`src/rtl/rep_xbus_pkg.sv`:
```
package rep_xbus_pkg;

    typedef struct packed {
        logic rx;
        logic fifo;
        logic coll;
    } xbus_act_t;

    typedef struct packed {
        logic oe;
        logic dat;
        logic jam;
    } xbus_drv_t;

    typedef struct packed {
        logic valid;
        logic dat;
        logic jam;
        logic multi;
    } xbus_rcv_t;

    function automatic logic any_active(input xbus_act_t a);
        return a.rx | a.fifo | a.coll;
    endfunction

    function automatic xbus_drv_t drive_value(input logic grant, input logic coll,
                                              input logic single, input logic tx);
        xbus_drv_t d;
        d.oe  = grant;
        d.jam = grant & coll;
        d.dat = grant & (coll ? single : tx);
        return d;
    endfunction

endpackage

```
`src/rtl/rep_xbus_req.sv`:
```
module rep_xbus_req
    import rep_xbus_pkg::*;
(
    input  logic      clk,
    input  logic      rst,
    input  xbus_act_t act,
    output logic      req_n
);
    always_ff @(posedge clk) begin
        if (rst) req_n <= 1'b1;
        else     req_n <= ~any_active(act);
    end

    assert_req_on_R1: assert property (@(posedge clk) disable iff (rst)
        (act.rx || act.fifo || act.coll) |=> !req_n);
    assert_req_off_R1: assert property (@(posedge clk) disable iff (rst)
        !(act.rx || act.fifo || act.coll) |=> req_n);
endmodule

```
`src/rtl/rep_xbus_drv.sv`:
```
module rep_xbus_drv
    import rep_xbus_pkg::*;
(
    input  logic      req_n,
    input  logic      ack_n,
    input  logic      coll,
    input  logic      single,
    input  logic      tx_nrz,
    output xbus_drv_t drv
);
    logic grant;
    assign grant = ~req_n & ~ack_n;
    assign drv   = drive_value(grant, coll, single, tx_nrz);
endmodule

```
`src/rtl/rep_xbus_rcv.sv`:
```
module rep_xbus_rcv
    import rep_xbus_pkg::*;
(
    input  logic      req_n,
    input  logic      ack_n,
    input  logic      dat_in,
    input  logic      jam_in,
    output xbus_rcv_t rcv
);
    logic listen;
    assign listen    = req_n & ~ack_n;
    assign rcv.valid = listen;
    assign rcv.dat   = listen & dat_in;
    assign rcv.jam   = listen & jam_in;
    assign rcv.multi = listen & jam_in & ~dat_in;
endmodule

```
`src/rtl/rep_xbus_jam.sv`:
```
module rep_xbus_jam (
    input  logic clk,
    input  logic rst,
    input  logic col_n,
    input  logic coll,
    input  logic bus_jam,
    output logic jam_gen
);
    always_ff @(posedge clk) begin
        if (rst) jam_gen <= 1'b0;
        else     jam_gen <= ~col_n | coll | bus_jam;
    end

    assert_arb_col_R9: assert property (@(posedge clk) disable iff (rst)
        !col_n |=> jam_gen);
    assert_remote_jam_R11: assert property (@(posedge clk) disable iff (rst)
        bus_jam |=> jam_gen);
    assert_jam_quiet_R11: assert property (@(posedge clk) disable iff (rst)
        (col_n && !coll && !bus_jam) |=> !jam_gen);
endmodule

```
`src/rtl/rep_xbus_if.sv`:
```
module rep_xbus_if
    import rep_xbus_pkg::*;
#(
    parameter int NUM_PORTS = 8,
    localparam int CNT_W    = $clog2(NUM_PORTS + 1)
) (
    input  logic             clk,
    input  logic             rst,
    input  logic             rx_act,
    input  logic             fifo_busy,
    input  logic [CNT_W-1:0] coll_cnt,
    input  logic             tx_nrz,
    input  logic             ack_n,
    input  logic             col_n,
    input  logic             dat_in,
    input  logic             jam_in,
    output logic             req_n,
    output logic             dat_oe,
    output logic             dat_out,
    output logic             jam_oe,
    output logic             jam_out,
    output logic             bus_valid,
    output logic             bus_dat,
    output logic             bus_jam,
    output logic             rx_multi,
    output logic             jam_gen
);
    xbus_act_t act;
    xbus_drv_t drv;
    xbus_rcv_t rcv;
    logic      coll_any;
    logic      coll_single;

    assign coll_any    = (coll_cnt != '0);
    assign coll_single = (coll_cnt == CNT_W'(1));
    assign act         = '{rx: rx_act, fifo: fifo_busy, coll: coll_any};

    rep_xbus_req u_req (.clk(clk), .rst(rst), .act(act), .req_n(req_n));

    rep_xbus_drv u_drv (
        .req_n(req_n), .ack_n(ack_n), .coll(coll_any),
        .single(coll_single), .tx_nrz(tx_nrz), .drv(drv)
    );

    rep_xbus_rcv u_rcv (
        .req_n(req_n), .ack_n(ack_n), .dat_in(dat_in), .jam_in(jam_in), .rcv(rcv)
    );

    rep_xbus_jam u_jam (
        .clk(clk), .rst(rst), .col_n(col_n), .coll(coll_any),
        .bus_jam(rcv.jam), .jam_gen(jam_gen)
    );

    assign dat_oe    = drv.oe;
    assign jam_oe    = drv.oe;
    assign dat_out   = drv.dat;
    assign jam_out   = drv.jam;
    assign bus_valid = rcv.valid;
    assign bus_dat   = rcv.dat;
    assign bus_jam   = rcv.jam;
    assign rx_multi  = rcv.multi;

    assert_no_contention_R2: assert property (@(posedge clk) disable iff (rst)
        !(dat_oe && bus_valid));
    assert_released_R3: assert property (@(posedge clk) disable iff (rst)
        ack_n |-> (!dat_oe && !jam_oe && !bus_valid));
    assert_single_flag_R6: assert property (@(posedge clk) disable iff (rst)
        (jam_oe && coll_cnt == CNT_W'(1)) |-> (dat_out && jam_out));
    assert_multi_flag_R6: assert property (@(posedge clk) disable iff (rst)
        (jam_oe && coll_cnt > CNT_W'(1)) |-> (!dat_out && jam_out));
    assert_idle_outputs_R7: assert property (@(posedge clk) disable iff (rst)
        !dat_oe |-> (!dat_out && !jam_out));
    assert_local_coll_R10: assert property (@(posedge clk) disable iff (rst)
        coll_any |=> jam_gen);
endmodule

```
`config.mk`:
```
export PLATFORM = sky130hd
export DESIGN_NAME = rep_xbus_if
export DESIGN_NICKNAME = d
export VERILOG_FILES = /design/src/rtl/rep_xbus_pkg.sv /design/src/rtl/rep_xbus_req.sv /design/src/rtl/rep_xbus_drv.sv /design/src/rtl/rep_xbus_rcv.sv /design/src/rtl/rep_xbus_jam.sv /design/src/rtl/rep_xbus_if.sv
export SDC_FILE = /design/constraint.sdc
export NUM_CORES = 1
export LEC_CHECK = 0
export ABC_AREA = 1
export BUFFER_PORTS_ARGS = -buffer_cell sky130_fd_sc_hd__buf_2
export CORE_AREA = 5 5 42 44
export DETAILED_ROUTE_END_ITERATION = 10
export DIE_AREA = 0 0 47 49
export PLACE_DENSITY = 0.43
export SYNTH_ARGS = -nofsm -noshare
export SYNTH_HDL_FRONTEND = slang
export SYNTH_HIERARCHICAL = 1
export SYNTH_SLANG_ARGS = --single-unit
```
`constraint.sdc`:
```
create_clock -name clk -period 1.1 [get_ports clk]
set_clock_uncertainty 0.1 [all_clocks]
set_input_delay 0.22 -clock clk [delete_from_list [all_inputs] [get_ports clk]]
set_output_delay 0.22 -clock clk [all_outputs]
set_load 0.005 [all_outputs]
```
==> results of run 1 <==
-- worst max-delay path by stage --
stage                      from  endpoint  slack, ns  cells after the start
floorplan           u_req/req_n    jam_oe       0.08                      3
detailed placement  coll_cnt[3]   dat_out      -0.08                      7
finish              u_req/req_n   dat_out      -0.13                      4
global route        u_req/req_n   dat_out      -0.18                      4
CTS                 u_req/req_n   dat_out      -0.16                      4
global placement    coll_cnt[3]   dat_out      -0.06                      7
-- what timing repair did --
| item | in CTS | in global routing |
|---|---|---|
| pin swaps | 2 | 1 |
| gates resized for setup | 4 | 6 |
| buffers inserted | 1 | 1 |
| setup endpoints to repair | 9 | 8 |
| hold buffers | 0 | 0 |
-- flip-flops by register name, indices dropped and copies added (netlist names) --
name and flops:
u_req/req_n 1, u_jam/jam_gen 1
-- area by class of cell --
type,count,area share
clock buffers,3,0.0549
inverters,14,0.128
multi-input cells,21,0.293
flip-flops and latches,2,0.107
well taps,16,0.0488
repair buffers,25,0.369
-- power by group --
part | internal (mW) | switching (mW) | total, mW | leakage, nW
Clock | 0.120 | 0.0409 | 0.161 | 0.0138
Sequential | 0.0767 | 0.00565 | 0.0823 | 0.0172
Combinational | 0.0508 | 0.0397 | 0.0905 | 0.243
Total | 0.248 | 0.0863 | 0.334 | 0.274
-- per-stage QoR --
step,setup TNS (ns),util,total power [mW],cells,worst slack [ns]
2_1_floorplan,0,-,0.118,40,0.0811
3_3_place_gp,-0.0926,0.236,0.156,76,-0.0623
3_5_place_dp,-0.116,0.236,0.156,76,-0.0773
4_1_cts,-0.850,0.263,0.333,80,-0.156
5_1_grt,-1.14,0.293,0.369,81,-0.179
6_report,-0.676,0.293,0.334,81,-0.133
-- tightest hold or removal path: stages --
cell	delay (ns)
sky130_fd_sc_hd__buf_2	0.09
sky130_fd_sc_hd__inv_1	0.03
sky130_fd_sc_hd__nand2_1	0.05
-- kinds of logic after synthesis --
family / count (synthesis) / share of synthesized area
DFF: 2 / 0.186
and+or+nand+nor: 21 / 0.465
buffers and inverters: 17 / 0.349
-- cells in the final DEF (no fill, tap or decap) --
cell                       Yosys  final
sky130_fd_sc_hd__dfxtp_4       0      1
sky130_fd_sc_hd__nor3b_2       0      1
sky130_fd_sc_hd__nand2_1       9      8
sky130_fd_sc_hd__nand2_2       0      1
sky130_fd_sc_hd__buf_4         3      3
sky130_fd_sc_hd__buf_2         0     19
sky130_fd_sc_hd__inv_1        14     13
sky130_fd_sc_hd__nor2_4        0      1
sky130_fd_sc_hd__inv_2         0      1
sky130_fd_sc_hd__dfxtp_1       2      1
sky130_fd_sc_hd__nor2_2        2      1
sky130_fd_sc_hd__nand3_2       2      1
sky130_fd_sc_hd__buf_6         0      3
sky130_fd_sc_hd__nor2_1        7      7
sky130_fd_sc_hd__clkbuf_4      0      3
sky130_fd_sc_hd__nand3_4       0      1
-- routing by layer --
metal	routed length, um	part of all wire	GRT usage	vias to the layer above
met5	0	0	0	-
met2	332	0.52	0.0792	10
li1	-	-	-	158
met3	52	0.082	0.0332	0
met4	0	0	0.0415	0
met1	248	0.39	0.0568	127
==> run summary, run 1 <==
The worst register-to-register path has a depth of 7. The antenna diode count is 0. The detailed placer's ending HPWL is 516 um. Setup repair after global routing could not meet its margin everywhere. The total vias in the final route is 295.

The first detailed-routing pass took 2 iterations. The region available for standard cell placement spans 1400 um^2. The number of maximum-capacitance violations is 0. The tree is rooted in a sky130_fd_sc_hd__clkbuf_4. The synthesized area per cell is 5.38 um^2. The number of buffers added on ports is 22. Dividing the detail-routed wire length by the instance count gives 7.81 um. The overall global routing resource usage is 0.0555. The number of design rule violations left after detail routing is 0. The first global-routing pass estimated 883 um of wire. The total of fill cells in the finished design came out at 170. The post-placement cell area came out at 330 um^2. The final worst-path cycle share came out at 1.12. The count of final setup violators is 8.

The signed area change from the synthesized netlist to the final layout is 90.7%. In this run the worst path has a maximum fanout of 5. The commonest cells after synthesis are sky130_fd_sc_hd__inv_1, sky130_fd_sc_hd__nand2_1, sky130_fd_sc_hd__nor2_1.

During synthesis, Yosys emitted a total of 6 warnings. The die height came out at 49 um. The count of buffer and inverter cells on the critical path came out at 1. Synthesis handed over a netlist of 40 instances. The leakage power total came out at 0.274 nW. The worst hold path endpoint is u_req/req_n. The total clock buffers created by CTS is 3.

The initial core utilization is 0.154. The DRC marker count from the first detailed-route iteration came out at 2. The startpoint of the lowest-slack hold path is rst. The horizontal die dimension came out at 47 um.

The die covers 2300 um^2. Among cell families on the critical path, the largest total delay comes from flip-flops. The final reports fail on negative setup slack. The most used flip-flop cell after synthesis is sky130_fd_sc_hd__dfxtp_1.

The worst hold path passes through 3 cells. The initial antenna violation count is 0. The async set or reset register ratio after synthesis is 0. The number of unique standard cell types used by synthesis is 8. The run finished, with violations left.

The required time at the worst-slack endpoint came out at 0.78 ns. The delay of the slowest cell on the worst path came out at 0.36 ns. The overflow left after global routing came out at 0. After layout, the minimum clock period comes to 1.23 ns. Ranked by total cell area, the synthesized netlist is headed by sky130_fd_sc_hd__inv_1, sky130_fd_sc_hd__dfxtp_1, sky130_fd_sc_hd__nand2_1. Across all register-to-register paths, the minimum setup slack is 0.09 ns. The smallest setup slack after layout came out at -0.133 ns. In the routed layout, each cell is associated on average with a via count of 3.64. The total power density per cell area came out at 814 nW/um^2. The measured slew at the worst slew-check pin is 0.127 ns.

The class of the tightest hold or removal check is in2reg. The endpoint of the worst-slack reg-to-reg timing path is u_jam/jam_gen. The most numerous cell in the Yosys netlist is sky130_fd_sc_hd__inv_1.

The worst setup path is captured at a primary output. Walking the worst path, the cells encountered are nor2_4, nand2_1, nor2_1, buf_2. Of the cells placed in the final design, the portion with a size suffix greater than 1 is 0.554. The multi-input combinational cell area is 120 um^2. The insertion delay of the later-clocked pin in the worst-skew pair is 0.22 ns.

Row generation in the floorplan step produced 14 rows. STA classifies the critical path startpoint as a register. The hold slack is 0.0916 ns. The number of register bits inferred by synthesis came out at 2. The max-slew violation total from the final report came out at 0. The flip-flop and latch area is 43.8 um^2.

The total detailed-routing wirelength is 633 um. The final hold violation count is 0. Entering global routing, the biggest net connects 6 pins. Static timing analysis puts the maximum clock frequency at 0.811 GHz. The maximum number of buffers from clock root to sink came out at 2. The worst endpoint data arrival time came out at 0.91 ns. The start-to-end type of the worst setup path is reg2out. TritonCTS built the clock tree.

The post-route antenna net violation count came out at 0. The startpoint identified for the worst register-to-register timing path is u_req/req_n. The number of synthesized flops with an enable pin came out at 0.

IR analysis of the VDD net gives a maximum drop of 0.216 mV. The sequential element share of the synthesized area is 0.186. The via count of the first global-routing pass came to 251. At the end of routability-driven placement, the weighted congestion stood at 0.634. The largest total area in the synthesized netlist belongs to sky130_fd_sc_hd__inv_1. The total number of nets in the final design is 80. The relative slew slack is 0.915. The number of top-level pins is 23.

The number of nets handed over by synthesis was 53. The clock transition at the registers of the reported paths is 0.03 ns. The number of sinks driven by the clock tree is 2. The finished cells cover 410 um^2.

Summing every instance area after synthesis gives 215 um^2. On the critical path, the stage with the largest delay is an instance of sky130_fd_sc_hd__dfxtp_4. The H-tree level count came out at 1. The area share of the largest cell type after synthesis came out at 0.244.
Power figures use the tool's default switching activity.
==> run 2: changes to the inputs <==
--- a/config.mk
+++ b/config.mk
@@ -10,8 +10,7 @@
 export CORE_AREA = 5 5 42 44
 export DETAILED_ROUTE_END_ITERATION = 10
 export DIE_AREA = 0 0 47 49
-export PLACE_DENSITY = 0.43
+export PLACE_DENSITY = 0.38
 export SYNTH_ARGS = -nofsm -noshare
 export SYNTH_HDL_FRONTEND = slang
-export SYNTH_HIERARCHICAL = 1
 export SYNTH_SLANG_ARGS = --single-unit
==> run 2 against run 1 <==
  * The flow still finishes with violations (negative setup slack)
  * Sequential power decreased by 2%
  * Wire length decreased by 15%
  * Global-route usage decreased by 0.70 points
  * Non-clock buffer count increased by 2
  * Cell area decreased by 11%
  * Sequential share of layout area increased by 0.63 points
  * Power decreased by 0.51%
  * Utilization decreased by 3.2 points
  * Register-to-register slack improved by 0.03 ns
==> run summary, run 2 <==
The number of register bits inferred by synthesis is 2 (unchanged). The overflow left after global routing is 0 (unchanged). Unrepaired setup endpoints after global routing: true (unchanged). The final worst-path cycle share came to 1.17 (was 1.12). The horizontal die dimension came out at 47 um (unchanged). The signed area change from the synthesized netlist to the final layout came out at 125% (was 90.7%).

The setup slack after placement came to -0.00617 ns (was -0.0773 ns). The H-tree level count is 1 (unchanged). The worst endpoint data arrival time came out at 0.97 ns (was 0.91 ns). The via count of the first global-routing pass was 215 (was 251). The maximum number of pins on one net before global-route repair came out at 5 (was 6). The leading cell type in the layout, fill and taps excluded is sky130_fd_sc_hd__buf_2 (unchanged). The number of synthesized flops with an enable pin is 0 (unchanged).

The area fraction in and, or, nand and nor cells after synthesis came out at 0.538 (was 0.465). The mean routed wirelength per cell is 7.83 um (was 7.81 um). The die height came out at 49 um (unchanged). The peak supply drop is 0.530 mV (was 0.216 mV). The power after layout is 0.332 mW (was 0.334 mW). Violations in the final reports: negative setup slack (unchanged). The number of unique standard cell types used by synthesis came out at 14 (was 8). The count of final setup violators is 8 (unchanged). The number of maximum-capacitance violations is 0 (unchanged). The area share of the largest cell type after synthesis is 0.246 (was 0.244). The per-cell via count in the routed design came out at 3.51 (was 3.64). Registers with the highest flip-flop counts: u_jam.jam_gen x1, u_req.req_n x1 (was u_jam/jam_gen x1, u_req/req_n x1). The summed instance area of the synthesized netlist came out at 163 um^2 (was 215 um^2). The first-pass iteration count of the detailed router is 1 (was 2).

The number of design rule violations left after detail routing is 0 (unchanged). The clock tree from TritonCTS is yes (unchanged). The initial antenna violation count is 0 (unchanged).

The total power density per cell area came out at 910 nW/um^2 (was 814 nW/um^2). The async set or reset register ratio after synthesis came out at 0 (unchanged). The relative slew slack is 0.907 (was 0.915). The number of warning messages in the yosys log was 0 (was 6). The net count after synthesis came out at 37 (was 53). The compound-cell area share of the yosys netlist came out at 0.0769 (was 0). Most frequent cells after synthesis: sky130_fd_sc_hd__nor2_1, sky130_fd_sc_hd__inv_2, sky130_fd_sc_hd__dfxtp_1, sky130_fd_sc_hd__nand2_1, sky130_fd_sc_hd__nand2_2 (was sky130_fd_sc_hd__inv_1, sky130_fd_sc_hd__nand2_1, sky130_fd_sc_hd__nor2_1). The max-slew violation total from the final report is 0 (unchanged). The final critical-path required period came out at 1.29 ns (was 1.23 ns). The largest fanout of any net on the critical path came out at 4 (was 5). The number of sinks driven by the clock tree came out at 2 (unchanged). The total clock buffers created by CTS came to 3 (unchanged). The number of top-level pins was 23 (unchanged).

The total vias in the final route came out at 242 (was 295). The class of the tightest hold or removal check was in2reg (unchanged). Most used cells in the layout excluding fill and tap cells: sky130_fd_sc_hd__buf_2, sky130_fd_sc_hd__nor2_1, sky130_fd_sc_hd__buf_4 (was sky130_fd_sc_hd__buf_2, sky130_fd_sc_hd__inv_1, sky130_fd_sc_hd__nand2_1).

The hold buffer count at CTS is 0 (unchanged). The total number of nets in the final design came out at 68 (was 80). The smallest setup slack after layout came out at -0.192 ns (was -0.133 ns). The antenna diode count is 0 (unchanged). The number of buffers added on ports is 22 (unchanged). The routability-driven placement congestion ratio is 0.582 (was 0.634). The clock transition at the registers of the reported paths is 0.03 ns (about the same). The initial core utilization is 0.116 (was 0.154). The post-route antenna net violation count was 0 (unchanged). The adder-cell share of the synthesized area came to 0 (unchanged). The cell taking the most area after synthesis was sky130_fd_sc_hd__dfxtp_1 (was sky130_fd_sc_hd__inv_1). The synthesized area per cell was 6.78 um^2 (was 5.38 um^2). The total detailed-routing wirelength came to 540 um (was 633 um).

The DRC marker count from the first detailed-route iteration came to 0 (was 2). The most used flip-flop cell after synthesis is sky130_fd_sc_hd__dfxtp_1 (unchanged). The CTS root buffer is sky130_fd_sc_hd__clkbuf_4 (unchanged). The endpoint kind of the worst setup timing path is a primary output (unchanged). The gate count of the mapped netlist is 24 (was 40). The overall global routing resource usage is 0.0485 (was 0.0555). The start-to-end type of the worst setup path is reg2out (unchanged). The sum of negative setup slack came to -1.09 ns (was -0.676 ns). The sequential element share of the synthesized area is 0.246 (was 0.186). The leakage power total came to 0.217 nW (was 0.274 nW). The startpoint type of the worst setup path is a register (unchanged). The fraction of final layout cells sized beyond drive strength 1 is 0.755 (was 0.554). The full die area came to 2300 um^2 (unchanged). The required time at the worst-slack endpoint came out at 0.78 ns (about the same).

Biggest area contributors in the synthesized netlist: sky130_fd_sc_hd__dfxtp_1, sky130_fd_sc_hd__nor2_1, sky130_fd_sc_hd__nand2_2 (was sky130_fd_sc_hd__inv_1, sky130_fd_sc_hd__dfxtp_1, sky130_fd_sc_hd__nand2_1). The area share of xor/xnor cells in the synthesized design is 0 (unchanged). The standard cell core area came out at 1400 um^2 (unchanged).

The multiplexer share of the synthesized area came out at 0 (unchanged). The final hold violation count came out at 0 (unchanged). The number of placement rows is 14 (unchanged).

The insertion delay of the later-clocked pin in the worst-skew pair is 0.22 ns (about the same). The wire length of the first global-routing pass came to 807 um (was 883 um). The measured slew at the worst slew-check pin came out at 0.140 ns (was 0.127 ns). The dominant combinational cell family by area after synthesis is simple AND/OR/NAND/NOR gates (unchanged). The highest clock rate is 0.774 GHz (was 0.811 GHz). Status: finished with violations (unchanged). The maximum number of buffers from clock root to sink is 2 (unchanged).

The most numerous cell in the Yosys netlist is sky130_fd_sc_hd__nor2_1 (was sky130_fd_sc_hd__inv_1).
==> run 2: worst paths after layout <==
path                                  start            end  slack (ns)  cells past startpoint
worst max-delay path            u_req.req_n        dat_out       -0.19                      6
worst min-delay path                    rst  u_jam.jam_gen        0.07                      2
worst min register to register  u_req.req_n  u_jam.jam_gen        0.72                      6
worst max register to register  u_req.req_n  u_jam.jam_gen        0.12                      6
==> run 2: worst max-delay path: stages (launching register included) <==
cell                      delay, ns
sky130_fd_sc_hd__dfxtp_2       0.32
sky130_fd_sc_hd__inv_2         0.06
sky130_fd_sc_hd__nand2_2       0.06
sky130_fd_sc_hd__inv_2         0.05
sky130_fd_sc_hd__nand2_2       0.04
sky130_fd_sc_hd__nor3_2        0.09
sky130_fd_sc_hd__buf_2         0.13
==> run 2: routing by layer <==
layer	vias up	share of wire	GRT usage
met3	0	0.12	0.0332
met2	10	0.52	0.0701
met5	-	0	0
met1	102	0.35	0.0568
met4	0	0	0.0138
li1	130	-	-
==> run 2: cell type report <==
class | instances | area (um^2)
fill | 175 | 1040
tap | 16 | 20.0
inverter | 4 | 15.0
multi-input combinational | 17 | 100
clock buffer | 3 | 22.5
timing repair buffer | 27 | 166
sequential | 2 | 41.3
==> run 2: what timing repair did <==
item	4_1_cts	5_1_grt
pin swaps	1	0
gates resized for setup	4	0
buffers inserted	3	0
setup endpoints to repair	9	9
==> run 2: power by group <==
part           internal, mW  switching (mW)  leakage [nW]
clock network         0.120          0.0402        0.0138
logic                0.0549          0.0365         0.186
registers            0.0780         0.00263        0.0169
total                 0.253          0.0793         0.217
==> run 2: cell families (layout without fill, tap and decap cells) <==
logic type / Yosys count / after routing
buffers and inverters: 5 / 34
DFF: 2 / 2
and+or+nand+nor: 15 / 15
AOI/OAI and AO/OA: 2 / 2
==> run 2: per-stage QoR <==
stage	cells	instance area (um^2)	utilization	hold slack, ns
4_1_cts	69	365	0.261	0.0617
2_1_floorplan	24	163	-	0.192
6_report	69	365	0.261	0.0673
3_5_place_dp	63	300	0.214	0.297
3_3_place_gp	63	300	0.214	0.298
5_1_grt	69	365	0.261	0.0615
